[config.mk]
export PLATFORM = sky130hd
export DESIGN_NAME = updn_cnt_top
export DESIGN_NICKNAME = d
export VERILOG_FILES = /design/src/rtl/updn_cnt_pkg.sv /design/src/rtl/updn_cnt_decode.sv /design/src/rtl/updn_cnt_next.sv /design/src/rtl/updn_cnt_term.sv /design/src/rtl/updn_cnt_top.sv
export SDC_FILE = /design/constraint.sdc
export NUM_CORES = 1
export LEC_CHECK = 0
export CAP_MARGIN = 0
export CORE_AREA = 10 10 47 49
export CTS_BUF_LIST = sky130_fd_sc_hd__clkbuf_4 sky130_fd_sc_hd__clkbuf_8
export DETAILED_ROUTE_END_ITERATION = 6
export DIE_AREA = 0 0 57 59
export PLACE_DENSITY = 0.47
export SYNTH_ARGS = -nofsm -noshare
export SYNTH_HDL_FRONTEND = slang
export SYNTH_SLANG_ARGS = --single-unit
[constraint.sdc]
create_clock -name clk -period 3.35 [get_ports clk]
set_input_delay 0.67 -clock clk [delete_from_list [all_inputs] [get_ports clk]]
set_output_delay 0.67 -clock clk [all_outputs]
set_load 0.01 [all_outputs]
[src/rtl/updn_cnt_pkg.sv]
package updn_cnt_pkg;
    typedef enum logic [1:0] {
        OP_HOLD = 2'd0,
        OP_LOAD = 2'd1,
        OP_UP   = 2'd2,
        OP_DOWN = 2'd3
    } cnt_op_e;
endpackage

[src/rtl/updn_cnt_decode.sv]
module updn_cnt_decode
    import updn_cnt_pkg::*;
(
    input  logic    load_n,
    input  logic    cnt_en_n,
    input  logic    chain_en_n,
    input  logic    up_dn,
    output cnt_op_e op
);
    logic counting;

    assign counting = ~cnt_en_n & ~chain_en_n;

    // Load has priority over every other control.
    always_comb begin
        if (!load_n)       op = OP_LOAD;
        else if (!counting) op = OP_HOLD;
        else if (up_dn)    op = OP_UP;
        else               op = OP_DOWN;
    end
endmodule

[src/rtl/updn_cnt_next.sv]
module updn_cnt_next
    import updn_cnt_pkg::*;
#(
    parameter int WIDTH = 4
) (
    input  cnt_op_e          op,
    input  logic [WIDTH-1:0] cur,
    input  logic [WIDTH-1:0] din,
    output logic [WIDTH-1:0] nxt
);
    localparam logic [WIDTH-1:0] ONE = WIDTH'(1);

    always_comb begin
        unique case (op)
            OP_LOAD: nxt = din;
            OP_UP:   nxt = cur + ONE;
            OP_DOWN: nxt = cur - ONE;
            OP_HOLD: nxt = cur;
            default: nxt = cur;
        endcase
    end
endmodule

[src/rtl/updn_cnt_term.sv]
module updn_cnt_term #(
    parameter int WIDTH = 4
) (
    input  logic [WIDTH-1:0] cur,
    input  logic             up_dn,
    input  logic             chain_en_n,
    output logic             tc_n
);
    logic [WIDTH-1:0] all_one;
    logic [WIDTH-1:0] all_zero;

    // Per-bit terminal match chains.
    for (genvar i = 0; i < WIDTH; i++) begin : g_bit
        if (i == 0) begin : g_first
            assign all_one[i]  = cur[i];
            assign all_zero[i] = ~cur[i];
        end else begin : g_rest
            assign all_one[i]  = all_one[i-1] & cur[i];
            assign all_zero[i] = all_zero[i-1] & ~cur[i];
        end
    end

    logic at_end;
    assign at_end = up_dn ? all_one[WIDTH-1] : all_zero[WIDTH-1];
    assign tc_n   = ~(at_end & ~chain_en_n);
endmodule

[src/rtl/updn_cnt_top.sv]
module updn_cnt_top
    import updn_cnt_pkg::*;
#(
    parameter int WIDTH = 4
) (
    input  logic             clk,
    input  logic             rst_n,
    input  logic             up_dn,
    input  logic             load_n,
    input  logic             cnt_en_n,
    input  logic             chain_en_n,
    input  logic [WIDTH-1:0] din,
    output logic [WIDTH-1:0] q,
    output logic             tc_n
);
    cnt_op_e          op;
    logic [WIDTH-1:0] cnt_q;
    logic [WIDTH-1:0] cnt_d;

    updn_cnt_decode u_dec (
        .load_n     (load_n),
        .cnt_en_n   (cnt_en_n),
        .chain_en_n (chain_en_n),
        .up_dn      (up_dn),
        .op         (op)
    );

    updn_cnt_next #(.WIDTH(WIDTH)) u_next (
        .op  (op),
        .cur (cnt_q),
        .din (din),
        .nxt (cnt_d)
    );

    always_ff @(posedge clk or negedge rst_n) begin
        if (!rst_n) cnt_q <= '0;
        else        cnt_q <= cnt_d;
    end

    updn_cnt_term #(.WIDTH(WIDTH)) u_term (
        .cur        (cnt_q),
        .up_dn      (up_dn),
        .chain_en_n (chain_en_n),
        .tc_n       (tc_n)
    );

    assign q = cnt_q;
endmodule

Word level (Yosys, flattened, before mapping)
Cells that the tools add are included.
- bits of input ports: 10
- bits in registers: 4
- word-level logic and storage cells: 27
- output and inout port bits: 5
- bitwise gates (word level): 15
- equality and inequality tests: 3
- reduce and logical (&&, ||, !) cells: 1
- muxes and demuxes: 5
- add/sub/neg operators: 2
- operators by type and width (operator ; number):
    4-bit case mux with 3 select lines ; 1
    1-bit AND ; 8
    1-bit inverter ; 7
    4-bit by 1-bit adder with 4-bit output, second input constant ; 1
    2-bit == test, second input constant ; 2
    2-bit 2-to-1 mux ; 2
    4-bit by 1-bit subtractor with 4-bit output, second input constant ; 1
    2-bit by 1-bit == test with 1-bit output, second input constant ; 1
    2-bit logical NOT ; 1
    1-bit 2-to-1 mux ; 2

Depth between registers and ports, before layout
Gate-level depths: netlist (run 1).
- word-level depth: 7
- mapped depth: 8
- depth with buffers taken out: 7

Modules after synthesis
From an unflattened synthesis (run 1), not the netlist that was laid out.
- cell total of the unflattened synthesis: 37
- area total of the unflattened synthesis: 352.8 um2
- by module, submodules not included (module ; cells an instance ; seq. area each (um2) ; area each (um2) ; instances):
    updn_cnt_next ; 26 ; 0.0 ; 193.9 ; 1
    updn_cnt_top ; 4 ; 100.1 ; 100.1 ; 1
    updn_cnt_term ; 5 ; 0.0 ; 38.8 ; 1
    updn_cnt_decode ; 2 ; 0.0 ; 20.0 ; 1

Worst setup path before layout (run 1)
Ideal clock, no wire load.
- path kind: in2reg
- start: input port load_n
- end: register cnt_q[2] (netlist: q[2])
- arrival: 2106 ps
- setup time: 68 ps
- slack: 1175 ps
- stages: 8
- cells stage by stage: clkbuf_1 inv_1 nor3_1 xor2_1 ha_1 and2_2 or3_1 nand3_1
- word-level cells in the longest chain between the ends: 3
- elaborated cells between the ends (all ways): 6
- RTL lines (what ; RTL line ; source):
    start: declaration ; updn_cnt_top.sv:9 ; input logic load_n,
    2-bit 2-to-1 mux * ; updn_cnt_decode.sv:16 ; if (!load_n) op = OP_LOAD;
    2-bit == test or 2-bit by 1-bit == test with 1-bit output (tied branches) ; updn_cnt_next.sv:14 ; unique case (op)
    4-bit case mux with 3 select lines ; updn_cnt_next.sv:14 ;
    end signal: assignment ; updn_cnt_top.sv:37 ; else cnt_q <= cnt_d;
    end: declaration ; updn_cnt_top.sv:17 ; logic [WIDTH-1:0] cnt_q;
Mark *: on every way between the ends. The rest lies on a longest branch, timed or not.
A chain may end at the register's enable or synchronous reset.

Worst setup path after layout (run 1)
- start: input port up_dn
- end: output port tc_n
- word-level cells in the longest chain between the ends: 3
- RTL lines (what ; RTL line ; source):
    start: declaration ; updn_cnt_top.sv:8 ; input logic up_dn,
    1-bit 2-to-1 mux ; updn_cnt_term.sv:24 ; assign at_end = up_dn ? all_one[WIDTH-1] : all_zero[WIDTH-1];
    1-bit AND ; updn_cnt_term.sv:25 ; assign tc_n = ~(at_end & ~chain_en_n);
    1-bit inverter ; updn_cnt_term.sv:25 ;
    end: declaration ; updn_cnt_top.sv:14 ; output logic tc_n
Every way passes these cells.

==> key figures, run 1 <==
Route
  – Iter 0 DRT Violations: 3
  – TritonRoute pass-1 iters: 4
  – Via/cell ratio: 4.77
  – Final ANT Viol Nets: 0
  – DRC violations left: 0
  – Vias: 315
  – Detailed Route WL: 884 um
  – Mean routed wirelength per cell: 13.4 um

Timing
  – Relative slew slack: 73.1%
  – Final Hold Vio Count: 0
  – Fin Clk Skew: 0.00105 ns
  – Final worst-path cycle share: 92.2%
  – Max Transition Viols Final: 0
  – Peak Freq: 324 MHz
  – # setup viols final: 0
  – Setup TNS: 0 ns
  – Worst-Margin Slew: 0.402 ns
  – Fin crit period: 3.09 ns
  – RSZ-0062 raised after global routing: no

Global route
  – First-pass GRT wire length: 1530 um
  – Largest net degree at the start of global routing: 10
  – Total Routing Usage GR: 5.87%
  – Initial antenna violation count: 0
  – Vias in the first global route: 360
  – Overflow left after global routing: 0

Critical path
  – Flop2flop setup slack: 1.82 ns
  – Crit-path most repeated cell: clkdlybuf4s50_1
  – Critical path class: in2out
  – CP endpoint kind: output port
  – Worst-case reg-to-reg path depth: 3
  – CP startpoint: up_dn
  – Family with the most delay on the worst path: buffers and inverters
  – Reg-to-Reg End: q[3]
  – RR Startpoint: q[1]
  – Crit start category: input pin
  – Critical-path top delay cell: or4_4
  – CP required: 2.68 ns
  – Cell count along the critical path: 5
  – Crit Path Max Fanout: 5
  – Worst Setup EP: tc_n
  – Critical Path AT: 2.42 ns
  – Worst path bufs/invs: 2
  – Critical Path Max Stage Delay: 0.58 ns
  – CP Cell Sequence: clkdlybuf4s50_1 > or4_4 > mux2i_1 > nand2b_1 > clkdlybuf4s50_1

Logic synthesis
  – Avg Cell Area, Syn: 8.94 um2
  – FFs w/ async S/R, synth: 100%
  – Synth area leader: dfrtp_1
  – EDFF count, synth: 0
  – Netlist Area Pre-Place: 304 um2
  – Register bit total from synthesis: 4
  – Post-synth top flop: dfrtp_1
  – Count leader, synth: dfrtp_1
  – Synth top area cells: dfrtp_1 (33%), mux2i_1 (6.6%), a2bb2oi_1 (5.8%)
  – Synthesized instance count: 34
  – Number of distinct library cells after synthesis: 22
  – Synth Net Count: 45
  – Register area share after synthesis: 32.9%
  – Area share of the largest cell type after synthesis: 32.9%
  – Most frequent cells after synthesis: dfrtp_1 (4), nor2_1 (3)
  – Yosys warning count: 0

Worst hold path
  – Type of the worst min-delay path: in2async

Job
  – Max cap viols: 0

Placed design
  – Number of I/O port buffers: 14
  – HPWL Detailed: 747 um
  – Cell area after placement: 460 um2
  – Routability-driven placement congestion ratio: 0.637

Finish
  – Design area: 483 um2
  – Nets: 63
  – Fraction of layout cells with a size suffix above 1: 14.0%
  – Max reg flops: 4
  – Antenna Cells: 0
  – Area grow syn2layout: 58.8%

Clock network
  – Post_cts resized: 0
  – Worst-path clk slew: 0.04 ns
  – Root Buffer: clkbuf_4
  – CTS max path bufs: 2
  – Postcts setup bufs: 0
  – TritonCTS clock tree: built
  – H-tree levels: 1
  – Clock Latency Late Sink: 0.23 ns
  – Clk sink count: 4
  – CTS Buf Count: 3
  – Hold Buf Count CTS: 0

Pwr
  – Max IR drop VDD: 0.125 mV
  – Leak: 0.194 nW
  – PD cells: 391 nW/um2

Floorplanning
  – Floorplan row count: 14
  – Core ar.: 1400 um2
  – Starting Density: 21.7%
  – Boundary pin count: 15
  – Die Wd: 57 um
  – Die Area: 3360 um2
  – Die height: 59 um

Run status
  – Status: completed
-- routing by layer --
layer,routed length (um),track usage (%)
met5,0,0
met4,0,5.03
met3,63,3.00
met2,488,9.77
met1,332,5.22
-- how the worst min path moves through the flow --
stage / from / endpoint / slack [ns] / depth (start not counted)
floorplan: rst_n / q[0] / 0.37 / 0
global placement: q[3] / q[3] / 0.65 / 2
detailed placement: q[0] / q[0] / 0.65 / 2
CTS: rst_n / q[2] / 0.64 / 1
global route: rst_n / q[2] / 0.64 / 1
finish: rst_n / q[2] / 0.64 / 1
-- where the power goes --
part | internal, mW | switching [mW] | total (mW) | leakage, nW
Sequential | 0.0557 | 0.0112 | 0.0669 | 0.0454
Clock | 0.0400 | 0.0187 | 0.0587 | 0.0138
Combinational | 0.0378 | 0.0255 | 0.0632 | 0.135
Total | 0.133 | 0.0553 | 0.189 | 0.194
-- cells in the final DEF, fill, tap and decap left out, types with 2 or more instances in the layout --
cell,n
nand2_1,2
a21oi_1,2
dfrtp_1,4
nor3_1,2
mux2i_1,2
nor2_1,3
a2bb2oi_1,2
inv_1,2
clkdlybuf4s50_1,14
clkbuf_4,3
nand4_1,2
-- metrics by stage --
stage	cells	utilization (%)	power [mW]	hold WS (ns)	setup WS, ns
6_report	66	34.5	0.189	0.641	0.260
5_1_grt	66	34.5	0.205	0.642	0.173
4_1_cts	66	34.5	0.194	0.638	0.247
3_5_place_dp	63	32.9	0.131	0.648	0.257
3_3_place_gp	63	32.9	0.130	0.651	0.269
2_1_floorplan	34	-	0.0962	0.374	1.18
-- kinds of logic after synthesis --
| kind of cell | share of synthesized area [%] |
|---|---|
| xor+xnor | 5.76 |
| simple gates | 30.0 |
| buf+inv | 3.70 |
| compound gates | 16.9 |
| flops | 32.9 |
| mux | 6.58 |
| fa+ha+maj | 4.11 |
-- cell type report --
class / instances / area (um2)
Multi-Input combinational cell: 27 / 193
Timing Repair Buffer: 14 / 140
Sequential cell: 4 / 100
Fill cell: 162 / 918
Tap cell: 16 / 20.0
Inverter: 2 / 7.51
Clock buffer: 3 / 22.5
(Power assumes the default switching activity.)
==> inputs of run 2 (changes only) <==
--- a/config.mk
+++ b/config.mk
@@ -6,11 +6,12 @@
 export NUM_CORES = 1
 export LEC_CHECK = 0
 export CAP_MARGIN = 0
-export CORE_AREA = 10 10 47 49
+export CORE_AREA = 2 2 39 41
 export CTS_BUF_LIST = sky130_fd_sc_hd__clkbuf_4 sky130_fd_sc_hd__clkbuf_8
 export DETAILED_ROUTE_END_ITERATION = 6
-export DIE_AREA = 0 0 57 59
+export DIE_AREA = 0 0 41 43
 export PLACE_DENSITY = 0.47
+export SLEW_MARGIN = 20
 export SYNTH_ARGS = -nofsm -noshare
 export SYNTH_HDL_FRONTEND = slang
 export SYNTH_SLANG_ARGS = --single-unit
==> run 2 against run 1 <==
Compared with the run above:
- cell area unchanged
- utilization up 0.44 points
- sequential power about the same
- count of clock-buffer cells in the layout unchanged
- fmax up 0.16%
- worst hold slack better by 0.0020 ns
- critical path depth unchanged
- non-clock buffer count unchanged
- die area down 48%
- sequential cell count unchanged
- critical path type unchanged
==> key figures, run 2 (synthesis gave the netlist of run 1 again) <==
Placed design
  – Routability-driven placement congestion ratio: 0.620
  – Post-Place Worst Slack: 0.268 ns
  – Number of I/O port buffers: 14
  – HPWL Detailed: 628 um

Timing
  – Setup ws final: 0.265 ns
  – Peak Freq: 324 MHz
  – Setup TNS: 0 ns
  – Final Hold Vio Count: 0
  – Fin Clk Skew: 0.000323 ns
  – # setup viols final: 0
  – Worst-Margin Slew: 0.405 ns
  – Fin crit period: 3.09 ns
  – Final worst-path cycle share: 92.1%
  – RSZ-0062 raised after global routing: no
  – Relative slew slack: 72.9%
  – Max Transition Viols Final: 0

Floorplanning
  – Die Area: 1760 um2
  – Die Wd: 41 um
  – Die height: 43 um
  – Core ar.: 1380 um2
  – Floorplan row count: 14
  – Starting Density: 22.0%
  – Boundary pin count: 15

Route
  – Final ANT Viol Nets: 0
  – TritonRoute pass-1 iters: 4
  – Via/cell ratio: 4.79
  – Iter 0 DRT Violations: 5
  – Vias: 316
  – DRC violations left: 0
  – Detailed Route WL: 788 um
  – Mean routed wirelength per cell: 11.9 um

Global route
  – First-pass GRT wire length: 1300 um
  – Total Routing Usage GR: 10.9%
  – Overflow left after global routing: 0
  – Largest net degree at the start of global routing: 10
  – Initial antenna violation count: 0
  – Vias in the first global route: 329

Pwr
  – Leak: 0.194 nW
  – Overall power: 0.187 mW
  – Max IR drop VDD: 0.161 mV
  – PD cells: 387 nW/um2

Finish
  – Fraction of layout cells with a size suffix above 1: 14.0%
  – Antenna Cells: 0
  – Commonest non-fill, non-tap cell in the layout: clkdlybuf4s50_1
  – Commonest non-fill, non-tap cells in the layout: clkdlybuf4s50_1 (14), dfrtp_1 (4), nor2_1 (3), clkbuf_4 (3)
  – Max reg flops: 4
  – Area grow syn2layout: 58.8%
  – Nets: 63

Clock network
  – Clock Latency Late Sink: 0.23 ns
  – CTS Buf Count: 3
  – TritonCTS clock tree: built
  – CTS max path bufs: 2
  – Hold Buf Count CTS: 0
  – Postcts setup bufs: 0
  – Clk sink count: 4
  – Post_cts resized: 0
  – H-tree levels: 1
  – Worst-path clk slew: 0.04 ns
  – Root Buffer: clkbuf_4

Critical path
  – Crit-path most repeated cell: clkdlybuf4s50_1
  – Flop2flop setup slack: 1.80 ns
  – Crit start category: input pin
  – Critical path class: in2out
  – CP endpoint kind: output port
  – CP Cell Sequence: clkdlybuf4s50_1 > or4_4 > mux2i_1 > nand2b_1 > clkdlybuf4s50_1
  – Worst path bufs/invs: 2
  – Critical Path AT: 2.42 ns
  – Critical Path Max Stage Delay: 0.58 ns
  – Crit Path Max Fanout: 5
  – Family with the most delay on the worst path: buffers and inverters
  – CP required: 2.68 ns
  – Critical-path top delay cell: or4_4

Job
  – Max cap viols: 0

Worst hold path
  – Type of the worst min-delay path: in2async

Run status
  – Status: completed
-- run 2: cell counts in the layout (fill, tap and decap cells not counted) --
No cell type changed its count.
-- run 2: final timing paths --
| check | end | startpoint | cells past startpoint |
|---|---|---|---|
| worst max-delay path | tc_n | up_dn | 5 |
| worst min-delay path | q[2] | rst_n | 1 |
| worst max register to register | q[3] | q[2] | 3 |
| worst min register to register | q[3] | q[3] | 2 |
| max in group asynchronous | q[3] | rst_n | 1 |
| min in group clk | q[3] | q[3] | 2 |
-- run 2: where the power goes --
part / internal, mW / switching, mW / total, mW
combinational: 0.0374 / 0.0252 / 0.0627
sequential: 0.0557 / 0.0110 / 0.0667
clock: 0.0399 / 0.0177 / 0.0576
total: 0.133 / 0.0540 / 0.187
-- run 2: metal layers --
metal	vias to the layer above	global-route usage (%)	part of all wire, %	wire length (um)
met1	142	13.4	43	336
met2	15	16.3	49	390
met4	0	6.00	0	0
li1	159	-	-	-
met5	-	0	0	0
met3	0	3.14	7.6	60
-- run 2: through the flow --
step                cells  cell area (um2)  utilization [%]  hold slack (ns)
floorplan              34              304                -            0.374
global placement       63              460             33.3            0.631
detailed placement     63              460             33.3            0.650
CTS                    66              483             34.9            0.642
global route           66              483             34.9            0.642
finish                 66              483             34.9            0.643
-- run 2: cell type report --
cell class	instances	area, um2
Multi-Input combinational cell	27	193
Fill cell	159	901
Timing Repair Buffer	14	140
Clock buffer	3	22.5
Tap cell	16	20.0
Inverter	2	7.51
Sequential cell	4	100
==> inputs of run 3 (changes only) <==
--- a/config.mk
+++ b/config.mk
@@ -6,11 +6,13 @@
 export NUM_CORES = 1
 export LEC_CHECK = 0
 export CAP_MARGIN = 0
+export CELL_PAD_IN_SITES_DETAIL_PLACEMENT = 0
+export CELL_PAD_IN_SITES_GLOBAL_PLACEMENT = 1
 export CORE_AREA = 2 2 39 41
 export CTS_BUF_LIST = sky130_fd_sc_hd__clkbuf_4 sky130_fd_sc_hd__clkbuf_8
 export DETAILED_ROUTE_END_ITERATION = 6
 export DIE_AREA = 0 0 41 43
-export PLACE_DENSITY = 0.47
+export PLACE_DENSITY = 0.63
 export SLEW_MARGIN = 20
 export SYNTH_ARGS = -nofsm -noshare
 export SYNTH_HDL_FRONTEND = slang
==> run 3 against run 2 <==
Compared with the run above:
- clock power rose by 0.9%
- count of clock-buffer cells in the layout did not move
- cell count rose by 1.5%
- utilization rose by 0.54 points
- cell area rose by 1.6%
- register-to-register slack improved by 0.02 ns
- worst setup slack improved by 0.014 ns
- largest cell class unchanged
==> key figures, run 3 (synthesis gave the netlist of run 1 again) <==
Run status
  – Status: completed

Placed design
  – Post-Place Worst Slack: 0.273 ns
  – HPWL Detailed: 599 um
  – Routability-driven placement congestion ratio: 0.621
  – Number of I/O port buffers: 14

Critical path
  – Family with the most delay on the worst path: buffers and inverters
  – Critical Path AT: 2.40 ns
  – Critical path class: in2out
  – Crit-path most repeated cell: clkdlybuf4s50_1
  – Critical-path top delay cell: or4_4
  – CP Cell Sequence: clkdlybuf4s50_1 > or4_4 > mux2i_1 > nand2b_1 > clkdlybuf4s50_1
  – Worst path bufs/invs: 2
  – CP endpoint kind: output port
  – Critical Path Max Stage Delay: 0.58 ns
  – Crit Path Max Fanout: 5
  – Flop2flop setup slack: 1.82 ns
  – CP required: 2.68 ns
  – Crit start category: input pin

Timing
  – Fin Clk Skew: 0.00223 ns
  – Peak Freq: 326 MHz
  – Final worst-path cycle share: 91.7%
  – Fin crit period: 3.07 ns
  – Worst-Margin Slew: 0.416 ns
  – Setup ws final: 0.279 ns
  – Setup TNS: 0 ns
  – RSZ-0062 raised after global routing: no
  – # setup viols final: 0
  – Relative slew slack: 72.2%
  – Max Transition Viols Final: 0
  – Final Hold Vio Count: 0

Route
  – Mean routed wirelength per cell: 10.9 um
  – Final ANT Viol Nets: 0
  – Via/cell ratio: 4.40
  – Iter 0 DRT Violations: 0
  – TritonRoute pass-1 iters: 1
  – Detailed Route WL: 733 um
  – DRC violations left: 0
  – Vias: 295

Finish
  – FILL cells: 157
  – Nets: 64
  – Commonest non-fill, non-tap cell in the layout: clkdlybuf4s50_1
  – Commonest non-fill, non-tap cells in the layout: clkdlybuf4s50_1 (14), dfrtp_1 (4), nor2_1 (3), clkbuf_4 (3)
  – Fraction of layout cells with a size suffix above 1: 15.7%
  – Area grow syn2layout: 61.3%
  – Antenna Cells: 0
  – Max reg flops: 4

Clock network
  – H-tree levels: 1
  – Postcts setup bufs: 0
  – Worst-path clk slew: 0.04 ns
  – TritonCTS clock tree: built
  – CTS Buf Count: 3
  – CTS max path bufs: 2
  – Post_cts resized: 0
  – Clk sink count: 4
  – Hold Buf Count CTS: 0
  – Root Buffer: clkbuf_4
  – Clock Latency Late Sink: 0.23 ns

Pwr
  – Sequential power share: 35.5%
  – Psw: 0.0538 mW
  – Sw Share: 28.7%
  – Internal power: 0.134 mW
  – Leak: 0.199 nW
  – Clock share of power: 30.9%
  – Logic pwr share: 33.6%
  – PD cells: 383 nW/um2
  – Max IR drop VDD: 0.171 mV

Worst hold path
  – Type of the worst min-delay path: in2async

Floorplanning
  – Die height: 43 um
  – Floorplan row count: 14
  – Die Area: 1760 um2
  – Core ar.: 1380 um2
  – Starting Density: 22.0%
  – Boundary pin count: 15
  – Die Wd: 41 um

Global route
  – Initial antenna violation count: 0
  – First-pass GRT wire length: 1210 um
  – Total Routing Usage GR: 10.4%
  – Overflow left after global routing: 0
  – Largest net degree at the start of global routing: 9
  – Vias in the first global route: 294

Job
  – Max cap viols: 0
==> run 3: layer usage <==
layer | up-vias | wire (um) | track usage [%]
li1 | 160 | - | -
met1 | 125 | 359 | 13.0
met2 | 10 | 332 | 15.0
met3 | 0 | 41 | 1.57
met4 | 0 | 0 | 8.00
met5 | - | 0 | 0
==> run 3: final timing paths <==
path                            start  endpoint  cells past startpoint
worst max-delay path            up_dn      tc_n                      5
worst min-delay path            rst_n      q[0]                      1
worst max register to register   q[2]      q[3]                      3
worst min register to register   q[3]      q[3]                      2
max in group asynchronous       rst_n      q[1]                      1
min in group clk                 q[3]      q[3]                      2
==> run 3: per-stage QoR <==
step           utilization, %  cells  hold slack, ns  power (mW)  instance area (um2)
5_1_grt                  35.4     67           0.653       0.202                  490
6_report                 35.4     67           0.640       0.188                  490
3_3_place_gp             33.8     64           0.647       0.130                  468
2_1_floorplan               -     34           0.374      0.0962                  304
3_5_place_dp             33.8     64           0.653       0.131                  468
4_1_cts                  35.4     67           0.638       0.193                  490
==> run 3: final cells by class <==
cell class | count | area, um2 | share of cell area [%]
Clock buffer | 3 | 22.5 | 4.59
Inverter | 2 | 7.51 | 1.53
Multi-Input combinational cell | 27 | 193 | 39.3
Sequential cell | 4 | 100 | 20.4
Tap cell | 16 | 20.0 | 4.08
Timing Repair Buffer | 15 | 148 | 30.1
==> run 3: worst reg2reg max path: cells and delay by family (launching register included) <==
family | cells | cell delay (ns)
compound gates | 1 | 0.34
flops | 1 | 0.42
simple gates | 2 | 0.70
==> run 3: power by group through the flow <==
stage / Clock, mW / Combinational [mW] / Sequential [mW]
after CTS: 0.0623 / 0.0642 / 0.0667
after floorplan: 0 / 0.0274 / 0.0688
after detailed placement: 0 / 0.0638 / 0.0673
after global placement: 0 / 0.0633 / 0.0666
after global routing: 0.0641 / 0.0705 / 0.0679
final: 0.0581 / 0.0630 / 0.0666
